<file path="config.mk">
export PLATFORM = sky130hd
export DESIGN_NAME = dist_counter_pool
export DESIGN_NICKNAME = d
export VERILOG_FILES = /design/src/rtl/dcp_pkg.sv /design/src/rtl/dcp_edge_sync.sv /design/src/rtl/dcp_slot.sv /design/src/rtl/dist_counter_pool.sv
export SDC_FILE = /design/constraint.sdc
export NUM_CORES = 1
export LEC_CHECK = 0
export BUFFER_PORTS_ARGS = -buffer_cell sky130_fd_sc_hd__buf_4
export CAP_MARGIN = 10
export CORE_ASPECT_RATIO = 1.75
export CORE_MARGIN = 8
export CORE_UTILIZATION = 40
export CTS_BUF_LIST = sky130_fd_sc_hd__clkbuf_16
export CTS_CLUSTER_SIZE = 20
export DETAILED_ROUTE_END_ITERATION = 10
export PLACE_DENSITY_LB_ADDON = 0.12
export SYNTH_ARGS = -nofsm -noshare
export SYNTH_HDL_FRONTEND = slang
export SYNTH_SLANG_ARGS = --single-unit
</file>
<file path="constraint.sdc">
create_clock -name clk -period 3.1 [get_ports clk]
set_input_delay 0 -clock clk [delete_from_list [all_inputs] [get_ports clk]]
set_output_delay 0 -clock clk [all_outputs]
set_load 0.01 [all_outputs]
</file>
<file path="src/rtl/dcp_pkg.sv">
// Shared helpers for the distance counter pool.
// Assumes nothing beyond integer arithmetic.
package dcp_pkg;

    // Rotating successor of an index within a ring of the given size.
    function automatic int unsigned ring_next(input int unsigned cur, input int unsigned size);
        return (cur >= size - 1) ? 0 : cur + 1;
    endfunction

endpackage

</file>
<file path="src/rtl/dcp_edge_sync.sv">
// Synchronizes an asynchronous level into the clock domain and emits a
// one-cycle pulse on each rising edge of the synchronized level.
// Assumes the input stays stable for at least one clock period per level.
module dcp_edge_sync #(
    parameter int STAGES = 2
) (
    input  logic clk,
    input  logic rst_n,
    input  logic din,
    output logic rise_o
);
    logic [STAGES-1:0] shift_q;
    logic              prev_q;

    // Shift the level through the synchronizer chain and keep its last value.
    always_ff @(posedge clk) begin
        if (!rst_n) begin
            shift_q <= '0;
            prev_q  <= 1'b0;
        end else begin
            shift_q <= {shift_q[STAGES-2:0], din};
            prev_q  <= shift_q[STAGES-1];
        end
    end

    // The pulse is high in the first cycle in which the synchronized level reads high.
    always_comb rise_o = shift_q[STAGES-1] & ~prev_q;

    AST_PULSE_SINGLE: assert property (@(posedge clk) disable iff (!rst_n)
        rise_o |=> !rise_o);
endmodule

</file>
<file path="src/rtl/dcp_slot.sv">
// One distance counter. It is started (cleared, marked running) by start_i,
// counts encoder pulses while running, and stops at the edge after its count
// matches the target. Assumes start_i is only raised while the slot is idle.
module dcp_slot #(
    parameter int CNT_W = 16
) (
    input  logic             clk,
    input  logic             rst_n,
    input  logic             start_i,
    input  logic             enc_pulse_i,
    input  logic [CNT_W-1:0] target_i,
    output logic             busy_o
);
    logic [CNT_W-1:0] cnt_q;

    // Start, count or stop the window.
    always_ff @(posedge clk) begin
        if (!rst_n) begin
            busy_o <= 1'b0;
            cnt_q  <= '0;
        end else if (start_i) begin
            busy_o <= 1'b1;
            cnt_q  <= '0;
        end else if (busy_o) begin
            if (cnt_q == target_i)
                busy_o <= 1'b0;
            else if (enc_pulse_i)
                cnt_q <= cnt_q + 1'b1;
        end
    end

    AST_STOP_AT_TARGET: assert property (@(posedge clk) disable iff (!rst_n)
        $fell(busy_o) |-> $past(cnt_q == target_i));
    AST_HOLD_WITHOUT_PULSE: assert property (@(posedge clk) disable iff (!rst_n)
        (busy_o && !enc_pulse_i && !start_i) |=> $stable(cnt_q));
    AST_START_WHEN_IDLE: assert property (@(posedge clk) disable iff (!rst_n)
        start_i |-> !busy_o);
endmodule

</file>
<file path="src/rtl/dist_counter_pool.sv">
// Pool of concurrent distance counters. Each synchronized error edge claims
// the next slot in rotating order. Slots count synchronized encoder edges
// up to dist_target and then free themselves. gate_en is high while any slot
// runs. overflow sticks when an error edge finds its slot busy.
// Assumes err_in and enc_in are asynchronous levels wider than one clock.
module dist_counter_pool #(
    parameter int NUM_CTR     = 10,
    parameter int CNT_W       = 16,
    parameter int SYNC_STAGES = 2
) (
    input  logic             clk,
    input  logic             rst_n,
    input  logic             err_in,
    input  logic             enc_in,
    input  logic [CNT_W-1:0] dist_target,
    output logic             gate_en,
    output logic             overflow
);
    localparam int IDX_W = (NUM_CTR > 1) ? $clog2(NUM_CTR) : 1;

    logic               err_rise;
    logic               enc_rise;
    logic [IDX_W-1:0]   ptr_q;
    logic [NUM_CTR-1:0] busy;
    logic [NUM_CTR-1:0] start_vec;
    logic               refuse;

    dcp_edge_sync #(.STAGES(SYNC_STAGES)) u_err_sync (
        .clk(clk), .rst_n(rst_n), .din(err_in), .rise_o(err_rise));

    dcp_edge_sync #(.STAGES(SYNC_STAGES)) u_enc_sync (
        .clk(clk), .rst_n(rst_n), .din(enc_in), .rise_o(enc_rise));

    // An error edge is refused when the slot under the pointer still runs.
    always_comb refuse = err_rise & busy[ptr_q];

    genvar gi;
    generate
        for (gi = 0; gi < NUM_CTR; gi++) begin : g_slot
            // The pointed slot starts on an accepted error edge.
            always_comb start_vec[gi] = err_rise && !busy[gi] && (ptr_q == IDX_W'(gi));

            dcp_slot #(.CNT_W(CNT_W)) u_slot (
                .clk        (clk),
                .rst_n      (rst_n),
                .start_i    (start_vec[gi]),
                .enc_pulse_i(enc_rise),
                .target_i   (dist_target),
                .busy_o     (busy[gi])
            );
        end
    endgenerate

    // Advance the rotating pointer on acceptance; latch overflow on refusal.
    always_ff @(posedge clk) begin
        if (!rst_n) begin
            ptr_q    <= '0;
            overflow <= 1'b0;
        end else if (err_rise) begin
            if (refuse)
                overflow <= 1'b1;
            else
                ptr_q <= IDX_W'(dcp_pkg::ring_next(32'(ptr_q), NUM_CTR));
        end
    end

    // The gate follows the union of all running slots.
    always_comb gate_en = |busy;

    AST_ONE_START: assert property (@(posedge clk) disable iff (!rst_n)
        $onehot0(start_vec));
    AST_PTR_IN_RANGE: assert property (@(posedge clk) disable iff (!rst_n)
        ptr_q < IDX_W'(NUM_CTR));
    AST_OVF_STICKY: assert property (@(posedge clk) disable iff (!rst_n)
        overflow |=> overflow);
    AST_PTR_HOLD_ON_OVF: assert property (@(posedge clk) disable iff (!rst_n)
        refuse |=> $stable(ptr_q));
    AST_GATE_AFTER_START: assert property (@(posedge clk) disable iff (!rst_n)
        (|start_vec) |=> gate_en);
endmodule

</file>
After elaboration in Yosys (flattened, before gate mapping). Cells that the tools add are included.

Bits in registers: 181. Input port bits: 20. Output and inout port bits: 2. Word-level logic and storage cells: 162.

Add/subtract/negate cells: 11. Order comparisons: 2. Equality and inequality tests: 19. Multiplexer cells: 33. Bitwise gates (word level): 17. Reductions and logical operators: 54.

Operator list (number): $add A16 B1 Y16 const B (10); $eq A16 B16 Y1 (10); $mux W1 (31); $reduce_and A3 Y1 (10); $logic_and A1 B1 Y1 (20); $reduce_or A2 Y1 (10); $eq A4 B3 Y1 const B (4); $not A1 Y1 (14); $logic_not A1 Y1 (10); $reduce_or A10 Y1 (1); $eq A4 B2 Y1 const B (2); $eq A4 B4 Y1 const B (2); $lt A4 B5 Y1 const B (1); $add A4 B1 Y4 const B (1); $bmux W1 S4 (1); $eq A4 B1 Y1 const B (1); $ge A4 B4 Y1 const B (1); $logic_not A4 Y1 (1); $mux W4 (1); $reduce_and A2 Y1 (2); $and A1 B1 Y1 (3).

Logic depth before layout (Yosys ltp). Gate-level depths: netlist of the first run.

Depth after elaboration: 5. Depth in mapped cells: 8. Depth with buffers taken out: 7.

Hierarchy. A second synthesis of the first run with hierarchy kept.

Cell total of the unflattened synthesis: 1304. Area, all modules: 11337.1 µm².

Modules (own cells, without submodules): dcp_slot (instances 10, cells an instance 122, area each 1059.8 µm², sequential area each 340.3 µm²); dist_counter_pool (instances 1, cells an instance 70, area each 554.3 µm², sequential area each 100.1 µm²); dcp_edge_sync (instances 2, cells an instance 7, area each 92.6 µm², sequential area each 60.1 µm²).

Worst setup path before layout of the first run. Ideal clock, no wire load.

Path kind: register to register. Start: register ptr_q[0]. End: register ptr_q[2]. Library setup time: 117 ps. Data arrival time: 1811 ps. Required time: 2983 ps. Setup slack: 1172 ps. Cell stages (with the launch flop): 7. Buffers on the path: 1. Period minus slack after synthesis: 1928 ps. Cells stage by stage: dfxtp_1 > buf_2 > mux2_2 > a2111oi_0 > a32o_2 > o21ai_0 > a32o_1.

Longest elaborated chain between the ends: 5. Elaborated cells between the ends (all ways): 8. Those cells by class: add/sub (1); order compare (1); mux (3); bitwise (2); reduce/logical (1).

Ends and longest elaborated chain: start, declared (line dist_counter_pool.sv:23) `logic [IDX_W-1:0] ptr_q;`; start signal, assigned (line dist_counter_pool.sv:63) `ptr_q <= IDX_W'(dcp_pkg::ring_next(32'(ptr_q), NUM_CTR));`; $bmux W1 S4 (line dist_counter_pool.sv:35) `always_comb refuse = err_rise & busy[ptr_q];`; $mux W1 (implied by the code) (line dist_counter_pool.sv:35); $and A1 B1 Y1 (line dist_counter_pool.sv:35); $not A1 Y1 (no line); $reduce_and A2 Y1 (no line).

Several ways; a longest one is shown, not always the timed one. The select of a mux whose other input is x is not followed. A chain may end at the register's enable or synchronous reset.

Worst setup path in the final report of the first run.
Start: register u_enc_sync.shift_q[1]. End: register g_slot[1].u_slot.cnt_q[9].

Longest elaborated chain between the ends: 2.

Ends and longest elaborated chain: start, declared (line dcp_edge_sync.sv:12) `logic [STAGES-1:0] shift_q;`; start signal, assigned (line dcp_edge_sync.sv:21) `shift_q <= {shift_q[STAGES-2:0], din};`; $and A1 B1 Y1 (line dcp_edge_sync.sv:27) `always_comb rise_o = shift_q[STAGES-1] & ~prev_q;`; $reduce_and A3 Y1 (no line); end signal, assigned (line dcp_slot.sv:28) `cnt_q <= cnt_q + 1'b1;`; end, declared (line dcp_slot.sv:14) `logic [CNT_W-1:0] cnt_q;`.

Every way passes these cells.

==> flow_summary.toml, run 1 <==
[sta]
setup_tns_ps = 0
clock_skew_ps = 8.01
tightest_slew_ps = 748
finalCritPeriodShare_pct = 79.9
layout_setup_ws_ps = 624
grt_setup_unrepaired = "no"
final-setup-viol-count = 0
whs_ps = 297
period_minus_slack_ps = 2480
hold_viol = 0
max_slew_margin_pct = 50.0
clock.fmax_mhz = 404
slew_viol_final = 0

[worst_setup_path]
cp-start-kind = "flip-flop"
path_delay_family = "simple AND/OR/NAND/NOR gates"
cp.required_ps = 3470
r2r-end = "g_slot[1].u_slot.cnt_q[9]$_SDFFE_PP0P_"
ff2ff_path_depth = 5
worstPathArrival_ps = 2850
endpoint_kind = "flip-flop"
crit_type = "reg -> reg"
path_depth = 5
cpPeakStageDelay_ps = 670
cp.buffers_inverters = 0
crit_path_max_fanout = 14
r2r_setup_slack_ps = 620
crit_chain = "nand2b_4 > nor2_1 > nand3_1 > or4_1 > a21oi_1"
r2r_start = "u_enc_sync.shift_q[1]$_SDFF_PN0_"
crit_slowest_cell = "dfxtp_1"

[clock_network]
clk_path_buf_depth = 2
cts_tree = "yes"
clock_latency_ps = 450
cts_buffers = 17
clock-sinks = 181
path_clk_slew_ps = 70
root_buffer = "clkbuf_16"
htree_levels = 4

[synthesis]
ys_seq_area_share_pct = 32.4
synthAdderAreaFrac_pct = 1.68
synth.area.mux_share_pct = 1.29
syn_area_mm2 = 0.0112
postSynthAreaPerCell_um2 = 8.16
synth_top_family_by_area = "simple AND/OR/NAND/NOR gates"
synthXorXnorAreaFrac_pct = 12.5
synth_cells = 1371
ys_ff_latch = 181
async_reset_ff_share_pct = 0
synth_fp_nets = 1406
yosysUniqueCellTypes = 64
synth_compound_area_share_pct = 16.2
yosys_warnings = 0
synthSimpleGateAreaFrac_pct = 31.4
synth_flop_cell = "dfxtp_1"
synth_edf_count = 0

[layout]
area_growth_pct = 8.45
final_cell_mix = "dfxtp_1 (181), nand2_1 (121), xnor2_1 (112)"
multi_input_area_mm2 = 0.00711
final_nets = 1385
nFillCells = 2832
seq_area_mm2 = 0.00362
final_util_pct = 43.7
diodes = 0
layout-drive-gt1-share_pct = 6.46
final_common_cell = "dfxtp_1"

[floorplan]
die_h_um = 237
die_w_um = 142
core_mm2 = 0.0278
start_util_pct = 40.3
die_area_mm2 = 0.0338
ioPinCount = 22
placementRows = 81

[pwr]
p_leak_nw = 3.86
vdd_drop_max_v = 0.000400
p_per_area_mw_per_mm2 = 387
total_power_mw = 4.70

[hold_path]
whs_endpoint = "g_slot[9].u_slot.busy_o$_SDFF_PN0_"
holdPathStages = 6
hp-class = "in -> reg"
hp-start = "dist_target[11]"

[route]
vias = 10452
dr.pass1.iters = 6
ant_nets = 0
drc_errors = 0
drt-wirelength-per-cell_um = 19.5
drt-initial-drc-count = 626
drt-total-wl_um = 33800
routed_via_density = 6.02

[global_route]
grt_use_total_pct = 20.2
grt_antenna_before_repair = 0
grt_pass1_wl_um = 53500
grt-ovfl-total = 0
grt_pass1_vias = 9946
grt_start_max_net_pins = 34

[place]
port_buffers = 21
gp_congestion = 0.837
pre_cts_ws_ps = 681
place_hpwl_um = 23000

[run]
maxCapViolCount = 0

[status]
outcome = "finished clean"
==> what timing repair did <==
action	4_1_cts	5_1_grt
hold endpoints to repair	9	0
resized for setup	0	0
setup buffers	0	0
hold buffers	5	0
==> layer usage <==
| layer | GRT usage [%] | wire length [um] | vias to the layer above |
|---|---|---|---|
| li1 | - | - | 5108 |
| met1 | 22.7 | 13800 | 5041 |
| met2 | 35.6 | 17100 | 229 |
| met3 | 4.04 | 1640 | 74 |
| met4 | 9.68 | 1240 | 0 |
| met5 | 0 | 0 | - |
==> tightest hold or removal path, stage by stage <==
cell,delay [ps]
buf_4,220
xor2_1,160
nor4_1,70
nand4_1,100
a21oi_1,70
nor2_1,80
==> per-stage QoR <==
stage                     instance area (um2)  cells
after floorplan                         11200   1371
after global placement                  11600   1699
after detailed placement                11600   1699
after CTS                               12100   1735
after global routing                    12100   1735
final                                   12100   1735
==> flip-flops by register name (all words and copies together) (netlist names) <==
register              cells
g_slot.u_slot.busy_o     10
g_slot.u_slot.cnt_q     160
overflow                  1
ptr_q                     4
u_enc_sync.prev_q         1
u_enc_sync.shift_q        2
u_err_sync.prev_q         1
u_err_sync.shift_q        2
==> kinds of logic (layout without fill, tap and decap cells) <==
group | count (synthesis) | in the layout
AND/OR/NAND/NOR | 603 | 603
AO/OA/AOI/OAI | 298 | 298
flip-flops | 181 | 181
XOR/XNOR | 160 | 160
buffers and inverters | 101 | 92
adder cells (fa/ha/maj) | 15 | 15
multiplexers | 13 | 13
==> synthesized netlist by cell type (all sizes together) (17+ instances only) <==
cell / instances / area, um2
a21oi: 110 / 551
and3: 25 / 156
and4: 18 / 158
buf: 46 / 297
clkbuf: 40 / 153
dfxtp: 181 / 3620
nand2: 121 / 454
nand2b: 17 / 114
nand3: 57 / 285
nand4: 81 / 513
nor2: 41 / 154
nor4: 29 / 213
o211ai: 39 / 293
o21ai: 72 / 360
o31ai: 46 / 345
or3: 72 / 450
or4: 89 / 668
xnor2: 112 / 981
xor2: 48 / 420
==> worst max path at each step <==
stage | from | endpoint | slack, ps
after floorplan | ptr_q[0]$_SDFFE_PN0P_ | ptr_q[2]$_SDFFE_PN0P_ | 1170
after global placement | u_enc_sync.shift_q[1]$_SDFF_PN0_ | g_slot[1].u_slot.cnt_q[9]$_SDFFE_PP0P_ | 710
after detailed placement | u_enc_sync.shift_q[1]$_SDFF_PN0_ | g_slot[1].u_slot.cnt_q[9]$_SDFFE_PP0P_ | 680
after CTS | u_enc_sync.shift_q[1]$_SDFF_PN0_ | g_slot[1].u_slot.cnt_q[9]$_SDFFE_PP0P_ | 640
after global routing | u_enc_sync.shift_q[1]$_SDFF_PN0_ | g_slot[1].u_slot.cnt_q[9]$_SDFFE_PP0P_ | 390
final | u_enc_sync.shift_q[1]$_SDFF_PN0_ | g_slot[1].u_slot.cnt_q[9]$_SDFFE_PP0P_ | 620
==> area by class of cell <==
type	count	share of cell area, %
multi-input cells	1089	58.6
repair buffers	46	2.95
inverters	15	0.464
clock inverters	14	0.804
flip-flops and latches	181	29.8
well taps	373	3.84
clock buffers	17	3.50
==> power breakdown <==
group,switching (mW),internal (mW),total (mW),leakage [nW]
Combinational,0.223,0.110,0.333,2.14
Clock,0.947,1.08,2.03,0.265
Sequential,0.00964,2.33,2.34,1.46
No activity file was read; power rests on OpenSTA's default activity.
==> run 2, diff against run 1 <==
- ABC_AREA: not set -> 1
- clock period: 3.1 -> 2.1 ns (I/O delays scaled with it)
==> flow_summary.toml, run 2 <==
[worst_setup_path]
cp-endpoint = "g_slot[4].u_slot.cnt_q[12]$_SDFFE_PP0P_"
cpPeakStageDelay_ps = 390
crit_slowest_cell = "dfxtp_1"
endpoint_kind = "flip-flop"
crit_path_max_fanout = 8
r2r_setup_slack_ps = 270
r2r_start = "ptr_q[2]$_SDFFE_PN0P_"
r2r-end = "g_slot[4].u_slot.cnt_q[12]$_SDFFE_PP0P_"
cp-start-kind = "flip-flop"
crit_type = "reg -> reg"
cp.required_ps = 2450
worstSetupStartpoint = "ptr_q[2]$_SDFFE_PN0P_"
crit_chain = "inv_1 > nor2_1 > inv_1 > nor3_1 > buf_4 > nor2_1 > inv_1 > buf_4 > a21oi_1"
cpMostUsedCell = "inv_1"
worstPathArrival_ps = 2190
path_delay_family = "buffers and inverters"
path_depth = 9
cp.buffers_inverters = 5
ff2ff_path_depth = 9

[synthesis]
synthSimpleGateAreaFrac_pct = 50.1
ys_seq_area_share_pct = 26.1
synth.most_common_cell = "nand2_1"
postSynthAreaPerCell_um2 = 5.75
synth_cells = 2420
synth_compound_area_share_pct = 7.23
synth_fp_nets = 2455
synth_edf_count = 0
netlist.area_leader.share_pct = 27.3
syn_area_mm2 = 0.0139
synth_top_family_by_area = "simple AND/OR/NAND/NOR gates"
netlist_top_cells_count = "nand2_1 (1,012), nor2_1 (287), nand4_1 (206)"
yosysTopAreaCell = "nand2_1"
synth.top_cells.by_area = "nand2_1 (27%), dfxtp_1 (26%), nand4_1 (9.3%), nor2_1 (7.7%), inv_1 (5.3%)"
yosys_warnings = 0
synth.area.mux_share_pct = 0
synthXorXnorAreaFrac_pct = 4.47
synthAdderAreaFrac_pct = 1.35
yosysUniqueCellTypes = 30
async_reset_ff_share_pct = 0
ys_ff_latch = 181
synth_flop_cell = "dfxtp_1"

[sta]
whs_ps = 373
slew_viol_final = 0
layout_setup_ws_ps = 266
clock_skew_ps = 11.0
grt_setup_unrepaired = "no"
tightest_slew_ps = 881
period_minus_slack_ps = 1830
max_slew_margin_pct = 41.2
final-setup-viol-count = 0
clock.fmax_mhz = 545
finalCritPeriodShare_pct = 87.4
setup_tns_ps = 0
hold_viol = 0

[route]
routed_via_density = 5.33
vias = 15405
dr.pass1.iters = 6
drc_errors = 0
drt-wirelength-per-cell_um = 17.9
ant_nets = 0
drt-total-wl_um = 51800
drt-initial-drc-count = 1028

[hold_path]
hp-class = "in -> reg"

[layout]
top_register = "g_slot.u_slot.cnt_q"
layout-drive-gt1-share_pct = 7.74
final_cell_mix = "nand2_1 (1,012), nor2_1 (287), nand4_1 (206)"
final_area_mm2 = 0.0151
largest_register_ffs = 160
top_regs = "g_slot.u_slot.cnt_q (160), g_slot.u_slot.busy_o (10), ptr_q (4)"
area_growth_pct = 8.71
final_nets = 2455
final_common_cell = "nand2_1"
final_util_pct = 44.0
fin_cells = 2892

[pwr]
p_leak_nw = 5.92
p_int_mw = 5.34
p_per_area_mw_per_mm2 = 488
p_sw_share_pct = 27.6
vdd_drop_max_v = 0.000544
pwr-share-clk_pct = 42.8
seqPwrFrac_pct = 46.8
p_sw_mw = 2.04
power_frac_comb_pct = 10.4
total_power_mw = 7.37

[global_route]
grt_pass1_vias = 14438
grt_use_total_pct = 25.2
grt_antenna_before_repair = 2
grt-ovfl-total = 0
grt.busiest_layer = "met2"
grtUsageMet2_pct = 42.8
met1_usage_pct = 27.2
grt_pass1_wl_um = 79800
grt_start_max_net_pins = 64
gr-usage-met3_pct = 4.21

[place]
gp_congestion = 0.904
port_buffers = 21
pre_cts_ws_ps = 124
place_hpwl_um = 34800
placed_area_mm2 = 0.0145
dp_cells = 2854

[status]
outcome = "finished clean"

[clock_network]
root_buffer = "clkbuf_16"
htree_levels = 4
cts_tree = "yes"
clk_path_buf_depth = 2
clock-sinks = 181
path_clk_slew_ps = 70
clock_latency_ps = 460
cts_buffers = 17

[floorplan]
placementRows = 90
die_w_um = 157
die_area_mm2 = 0.0412
die_h_um = 263
ioPinCount = 22
start_util_pct = 40.5
core_mm2 = 0.0343

[run]
maxCapViolCount = 0
run 2: cell types whose count changed after synthesis, moves of 25 or more:
cell	delta
xnor2_1	-112
or4_1	-89
or3_1	-72
a21oi_1	+36
buf_2	+55
and3_1	-25
o211ai_1	-37
nand4_1	+126
nor2_1	+246
inv_1	+183
o21ai_0	-45
nand2_1	+891
o31ai_1	-46
run 2: area by class of cell:
class | instances | area, um2
well taps | 460 | 576
flip-flops and latches | 181 | 3620
clock inverters | 12 | 103
fillers | 3749 | 19200
diodes | 2 | 5.00
clock buffers | 17 | 425
multi-input cells | 1901 | 8780
inverters | 223 | 843
repair buffers | 96 | 758
run 2: worst reg2reg max path: stages, from the launching register on:
cell and delay, ps:
dfxtp_1 390, inv_1 110, nor2_1 210, inv_1 170, nor3_1 260, buf_4 180, nor2_1 50, inv_1 110
buf_4 190, a21oi_1 60
run 2: layer usage:
| metal | vias to the layer above | wire (um) |
|---|---|---|
| li1 | 7710 | - |
| met1 | 7063 | 19500 |
| met2 | 475 | 25300 |
| met3 | 157 | 2650 |
| met4 | 0 | 4410 |
| met5 | - | 0 |
run 2: how the worst min path moves through the flow:
stage,start,endpoint,slack [ps],cells past startpoint
floorplan,enc_in,u_enc_sync.shift_q[0]$_SDFF_PN0_,100,2
global placement,err_in,u_err_sync.shift_q[0]$_SDFF_PN0_,190,3
detailed placement,err_in,u_err_sync.shift_q[0]$_SDFF_PN0_,190,3
CTS,dist_target[2],g_slot[7].u_slot.busy_o$_SDFF_PN0_,360,9
global route,rst_n,u_enc_sync.shift_q[1]$_SDFF_PN0_,410,4
finish,dist_target[5],g_slot[7].u_slot.busy_o$_SDFF_PN0_,370,9
run 2: power groups by stage:
stage | Clock (mW) | Sequential, mW | Combinational (mW)
final | 3.16 | 3.45 | 0.763
after floorplan | 0 | 3.52 | 0.404
after global routing | 3.35 | 3.45 | 0.810
after global placement | 0 | 3.53 | 0.743
after detailed placement | 0 | 3.53 | 0.742
after CTS | 3.22 | 3.45 | 0.751
run 2: cells by family after synthesis:
logic type / count (synthesis)
AO/OA/AOI/OAI: 186
XOR/XNOR: 71
adder cells (fa/ha/maj): 15
buffers and inverters: 338
flip-flops: 181
AND/OR/NAND/NOR: 1629
run 2: repair_timing:
| action | in CTS | in global routing |
|---|---|---|
| endpoints found under the hold margin | 8 | 0 |
| hold buffers | 5 | 0 |
| setup buffers | 0 | 2 |
| endpoints found under the setup margin | 0 | 32 |
| gates resized for setup | 0 | 4 |
